### src/rtl/arb_pkg.sv
package arb_pkg;
    localparam int unsigned ARB_MASTERS = 6;
    localparam int unsigned ARB_PARK    = 0;

    // Advance a ring index by one with wrap at ring size n.
    function automatic int unsigned ring_next(input int unsigned idx, input int unsigned n);
        ring_next = (idx + 1 >= n) ? 0 : idx + 1;
    endfunction
endpackage

### src/rtl/rr_pick.sv
module rr_pick #(
    parameter int unsigned N  = 6,
    parameter int unsigned PW = (N > 1) ? $clog2(N) : 1
) (
    input  logic [N-1:0]  act,
    input  logic [PW-1:0] ptr,
    output logic          hit,
    output logic [PW-1:0] idx
);
    // Scan from ptr upward with wrap; first active entry wins.
    always_comb begin
        int unsigned pos;
        hit = 1'b0;
        idx = '0;
        for (int unsigned k = 0; k < N; k++) begin
            pos = int'(ptr) + k;
            if (pos >= N) pos = pos - N;
            if (!hit && act[pos]) begin
                hit = 1'b1;
                idx = PW'(pos);
            end
        end
    end
endmodule

### src/rtl/tier_rr_arbiter.sv
module tier_rr_arbiter #(
    parameter int unsigned NUM_M = arb_pkg::ARB_MASTERS,
    localparam int unsigned HN   = NUM_M + 1,
    localparam int unsigned HPW  = $clog2(HN),
    localparam int unsigned LPW  = (NUM_M > 1) ? $clog2(NUM_M) : 1
) (
    input  logic             clk,
    input  logic             rst_n,
    input  logic             arb_en_i,
    input  logic [NUM_M-1:0] req_i,
    input  logic [NUM_M-1:0] hi_grp_i,
    input  logic             bus_idle_i,
    output logic [NUM_M-1:0] gnt_o,
    output logic             ext_req_o
);
    typedef struct packed {
        logic [NUM_M-1:0] gnt;
        logic [HPW-1:0]   hptr;
        logic [LPW-1:0]   lptr;
    } arb_state_t;

    localparam logic [NUM_M-1:0] PARK_GNT = NUM_M'(1) << arb_pkg::ARB_PARK;

    arb_state_t st_d, st_q;

    logic [NUM_M-1:0] hreq, lreq;
    logic [HN-1:0]    hi_act;
    logic             hi_hit, lo_hit;
    logic [HPW-1:0]   hi_idx;
    logic [LPW-1:0]   lo_idx;
    logic             owner_req, may_switch;

    assign hreq   = req_i & hi_grp_i;
    assign lreq   = req_i & ~hi_grp_i;
    assign hi_act = {|lreq, hreq};

    rr_pick #(.N(HN), .PW(HPW)) u_hi_ring (
        .act (hi_act),
        .ptr (st_q.hptr),
        .hit (hi_hit),
        .idx (hi_idx)
    );

    rr_pick #(.N(NUM_M), .PW(LPW)) u_lo_ring (
        .act (lreq),
        .ptr (st_q.lptr),
        .hit (lo_hit),
        .idx (lo_idx)
    );

    assign owner_req  = |(st_q.gnt & req_i);
    assign may_switch = bus_idle_i | ~owner_req;

    always_comb begin
        st_d = st_q;
        if (!arb_en_i) begin
            st_d.gnt = '0;
        end else if (may_switch) begin
            if (hi_hit) begin
                if (int'(hi_idx) == NUM_M) begin
                    st_d.gnt  = lo_hit ? (NUM_M'(1) << lo_idx) : PARK_GNT;
                    st_d.lptr = LPW'(arb_pkg::ring_next(int'(lo_idx), NUM_M));
                end else begin
                    st_d.gnt  = NUM_M'(1) << hi_idx;
                end
                st_d.hptr = HPW'(arb_pkg::ring_next(int'(hi_idx), HN));
            end else begin
                st_d.gnt = PARK_GNT;
            end
        end
    end

    always_ff @(posedge clk or negedge rst_n) begin
        if (!rst_n) begin
            st_q.gnt  <= PARK_GNT;
            st_q.hptr <= '0;
            st_q.lptr <= '0;
        end else begin
            st_q <= st_d;
        end
    end

    assign gnt_o     = st_q.gnt;
    assign ext_req_o = ~arb_en_i & req_i[arb_pkg::ARB_PARK];
endmodule

### config.mk
export PLATFORM = sky130hd
export DESIGN_NAME = tier_rr_arbiter
export DESIGN_NICKNAME = d
export VERILOG_FILES = /design/src/rtl/arb_pkg.sv /design/src/rtl/rr_pick.sv /design/src/rtl/tier_rr_arbiter.sv
export SDC_FILE = /design/constraint.sdc
export NUM_CORES = 1
export LEC_CHECK = 0
export ABC_AREA = 1
export BUFFER_PORTS_ARGS = -buffer_cell sky130_fd_sc_hd__buf_2
export CAP_MARGIN = 20
export CORE_UTILIZATION = 42
export DETAILED_ROUTE_END_ITERATION = 8
export PLACE_DENSITY = 0.62
export SLEW_MARGIN = 10
export SYNTH_ARGS = -nofsm -noshare
export SYNTH_HDL_FRONTEND = slang
export SYNTH_SLANG_ARGS = --single-unit
export TNS_END_PERCENT = 100
### constraint.sdc
create_clock -name clk -period 6.5 [get_ports clk]
set_input_delay 0 -clock clk [delete_from_list [all_inputs] [get_ports clk]]
set_output_delay 0 -clock clk [all_outputs]
set_load 0.02 [all_outputs]
# == After elaboration in Yosys (flattened, before gate mapping) ==
# Index checks and enable logic that the tools add are counted.
# word_totals
output_inout_bits,7
reg_bits,12
word_cells,169
# classes
bitwise,8
addsub,26
shift,2
order_cmp,28
mux,74
reduce_logical,26
eq_ne,2
# op_table
op,n
"less-than comparator 32 x 4 -> 1 bit, second input constant",13
two-way mux 32 bit,13
">= comparator 32 x 3 -> 1 bit, second input constant",11
"subtractor 32 x 3 -> 32 bit, second input constant",11
two-way mux 3 bit,16
binary-select mux 1 bit (select 3 bit),13
two-way mux 6 bit,5
two-way mux 1 bit,26
"adder 3 x 3 -> 4 bit, second input constant",5
bitwise AND 6 bit,3
"adder 3 x 1 -> 4 bit, second input constant",4
"adder 3 x 2 -> 4 bit, second input constant",4
two-way mux 12 bit,1
OR reduction 6 bit,2
"left shift 1 x 3 -> 6 bit, first input constant",2
logical AND 1 bit,11
zero test 1 bit,11
">= comparator 4 x 3 -> 1 bit, second input constant",2
"subtractor 3 x 3 -> 4 bit, second input constant",2
">= comparator 3 bit, second input constant",2
NOT 6 bit,1
AND reduction 4 bit,1
"== test 3 bit, second input constant",1
AND reduction 3 bit,1
4 further kinds,5

# == Logic depth before layout (Yosys ltp) ==
# depth
depth_word,30
ltp_mapped,28
depth_no_buf,28

# == By module ==
# Synthesis repeated with hierarchy kept, for this count alone.
# unflattened
hier_cells,624
hier_area_um2,3545.9
# by_module_without_submodules
mod,n_inst,seq_area_each_um2,cells_per_inst,area_per_inst_um2
rr_pick (u_hi_ring),1,0.0,285,1480.2
rr_pick (u_lo_ring),1,0.0,189,1042.2
tier_rr_arbiter,1,301.5,150,1023.5

# == Worst setup path before layout ==
# OpenSTA, ideal clock, no wires.
# synth_path
path_kind,register to register
startpoint,register st_q[4] (netlist bit)
endpoint,register st_q[0] (netlist bit)
slack_ns,3.017
setup_ns,0.065
arrival_ns,3.418
path_stages_with_launch,25
cell_sequence,dfrtp_1 > inv_1 > ha_1 > inv_1 > fa_1 > o21ai_0 > inv_1 > nand3_1 > nand2_1 > nand2_1 > nand2_1 > nor2_4 > nand3_4 > nor2_1 > inv_1 > o22ai_1 > nand2_1 > inv_1 > ha_1 > inv_1 > nor2_2 > nand2_4 > inv_2 > nand3_1 > nand2_1
# synth_between
elab_chain_cells,25
elab_cells_between_ends,69
# synth_rtl
item,line,source
"start, declared",tier_rr_arbiter.sv:24,"arb_state_t st_d, st_q;"
"start signal, assigned",tier_rr_arbiter.sv:79,st_q <= st_d;
"parallel branches: the longest is 24 deep, another holds subtractor 32 x 3 -> 32 bit",n/a,
AND reduction 4 bit (no line) (*),n/a,
# Mark *: on every way between the ends. The select of a mux whose other input is x is not followed.
# A chain may end at the register's enable or synchronous reset.

# == Worst setup path after layout ==
# Ends and elaborated chain as after synthesis.

==> key figures <==
Floorplan
  – DIE WIDTH: 86.7 µm
  – Die footprint: 7510 µm²
  – I/O pin cnt: 23
  – Row cnt: 30
  – Starting Density: 43.8%
  – Core Region: 6870 µm²
  – Die height: 86.7 µm

Setup path
  – CP Buf/Inv Count: 6
  – Crit start category: register
  – Crit Reg-Reg Endpoint: st_q[0]
  – CP peak stage delay: 460 ps
  – CP cell instances: inv_1 -> ha_1 -> inv_1 -> fa_1 -> o21ai_0 -> inv_1 -> nor2_1 -> nand2_1 -> nand2_1 -> nand2_1 -> nand2_1 -> nand3_1 -> o22ai_1 -> nand2_1 -> o22ai_1 -> nand2_1 -> inv_1 -> ha_1 -> inv_1 -> nor2_2 -> nand2_4 -> inv_2 -> nand3_1 -> nand2_1
  – Cell count along the critical path: 24
  – Reg2Reg Launch Point: st_q[4]
  – Setup crit end: st_q[0]
  – CP Class: reg -> reg
  – Critical path capture point type: register
  – R2R cell count: 24
  – Slowest CP cell: dfrtp_1
  – Critical path data required time: 6680 ps
  – First element of the critical path: st_q[4]
  – Crit path max fanout: 8
  – R2r setup slk: 2350 ps
  – Crit path max-delay family: simple AND/OR/NAND/NOR gates
  – Arr. time, crit path: 4330 ps
  – Most used cell, CP: nand2_1

STA
  – RSZ-0062 raised after global routing: false
  – Share of the clock period used by the worst path: 63.8%
  – Max Transition Viols Final: 0
  – Worst slew pin tran: 658 ps
  – Final Critical Period: 4150 ps
  – Max frequency: 241 MHz
  – Setup TNS: 0 ps
  – Final Skew: 6.78 ps
  – Slew Limit Headroom: 56.1%
  – Final Hold Viols: 0
  – # setup viols final: 0

Synth
  – Top post-synthesis cells by area: nand2_1 23%, ha_1 12%, nand3_1 11%
  – Main synth FF type: dfrtp_1
  – Synthesized Nets: 585
  – Mapped Cells: 538
  – Synth cell types: 42
  – Post-synth ARST share: 100%
  – Mean post-synth cell area: 5.60 µm²
  – Post-synthesis sequential area ratio: 10.0%
  – Top cell type's share of synthesized area: 22.7%
  – Leading area contributor after synthesis: nand2_1
  – Yosys warnings: 0
  – Yosys reg bits: 12
  – Syn Std Cell Area: 3010 µm²
  – EDFF count, synth: 0

Clocking
  – CTS tree: yes
  – Clock Pin Slew Worst Setup and Hold Paths: 50 ps
  – CTS Buf Count: 3
  – Clock sink total: 12
  – Post-CTS Setup Bufs: 0
  – Clk buf depth: 2
  – H-tree depth: 1
  – Clk_lat worst skew: 240 ps
  – Root buffer cell: clkbuf_8

Drt
  – Vias per cell: 5.18
  – Drt total wl: 8530 µm
  – Residual DRC count: 0
  – 1st-iter DRT viols: 153
  – ANT nets after route: 0
  – Vias after detailed routing: 3381
  – Pre-Repair DR Iteration Count: 5
  – DR WL/cell: 13.1 µm

Global route
  – Initial antenna violation count: 0
  – First-pass GRT wire length: 14500 µm
  – Largest net degree at the start of global routing: 20
  – GRT overflow: 0
  – Number of global-route vias before repair: 3162
  – GRT Total Usage: 23.9%

Finish
  – Nets@finish: 605
  – Ratio of cells with drive above 1 in the final layout: 11.7%
  – Area Growth Syn to Fin: 7.35%
  – Antenna diodes: 0

Outcome
  – Status: finished clean

Placement
  – Final HPWL DP: 6980 µm
  – Port buffer count: 22
  – Final GP Congestion: 0.941

Hold path
  – Worst Hold Class: in -> async

Run
  – Max-Cap Viols: 0
==> worst min-delay path by stage <==
stage / depth (start not counted) / slack [ps] / startpoint / endpoint
3_3_place_gp: 1 / -110 / rst_n / st_q[2]
6_report: 2 / 160 / rst_n / gnt_o[1]
2_1_floorplan: 0 / -300 / rst_n / gnt_o[1]
3_5_place_dp: 1 / -110 / rst_n / st_q[1]
4_1_cts: 2 / 170 / rst_n / st_q[1]
5_1_grt: 2 / 190 / rst_n / gnt_o[1]
==> through the flow <==
stage,instance area (µm²),hold WS [ps],instances,util [%],setup slack [ps]
global placement,3180,-109,648,46.3,2390
finish,3230,161,653,47.1,2350
CTS,3230,167,653,47.1,2360
floorplan,3010,-296,538,-,3020
global route,3230,191,653,47.1,1810
detailed placement,3180,-108,648,46.3,2380
==> kinds of logic (layout without fill, tap and decap cells) <==
logic type	Yosys count	after routing	share of synthesized area, %
compound gates	81	81	16.0
flops	12	12	10.0
fa+ha+maj	31	31	13.1
buf+inv	98	117	13.3
mux	1	1	0.374
simple gates	312	312	46.3
xor+xnor	3	3	0.873
==> layout by cell type, fill, tap and decap left out, types with 5 or more instances in the layout <==
master | Yosys | final
a21oi_1 | 9 | 9
nor2_1 | 31 | 31
buf_2 | 0 | 22
o211ai_1 | 6 | 6
dfrtp_1 | 11 | 11
o21ai_0 | 33 | 33
o21ai_1 | 13 | 13
nand3_2 | 5 | 5
nand2_1 | 182 | 182
ha_1 | 30 | 30
nand2_2 | 8 | 8
inv_2 | 15 | 15
inv_1 | 74 | 74
nand3_1 | 67 | 67
nand4_1 | 6 | 6
==> metal layers <==
layer	track usage (%)	wire (µm)	vias to the layer above
met1	29.3	3810	1526
met5	0	0	-
met4	3.94	109	0
met2	45.4	4310	71
met3	2.57	296	10
li1	-	-	1774
==> cell usage after synthesis, types with 4 or more instances <==
cell type	n
inv_1	74
nand3_2	5
inv_2	15
nand2_1	182
o21ai_1	13
a21oi_1	9
ha_1	30
dfrtp_1	11
nor2_1	31
o21ai_0	33
nand2_2	8
nand3b_1	4
nand4_1	6
nand3_1	67
nor2_4	4
buf_4	7
o211ai_1	6
==> layout make-up <==
cell class	count	area, µm²
clock buffers	4	45.0
fillers	758	3640
inverters	90	338
multi-input cells	428	2310
flip-flops and latches	12	302
well taps	96	120
repair buffers	23	120
==> flip-flops by register name (all words and copies together), names as in the netlist <==
| name | flops |
|---|---|
| gnt_o | 6 |
| st_q | 6 |
==> what timing repair did <==
item	in CTS	in global routing
gates resized for setup	0	0
endpoints found under the hold margin	12	0
hold buffers	1	0
Power is left out: the tool's default activity adds up to more than one toggle a clock period on the data nets, which glitch-free logic cannot reach.
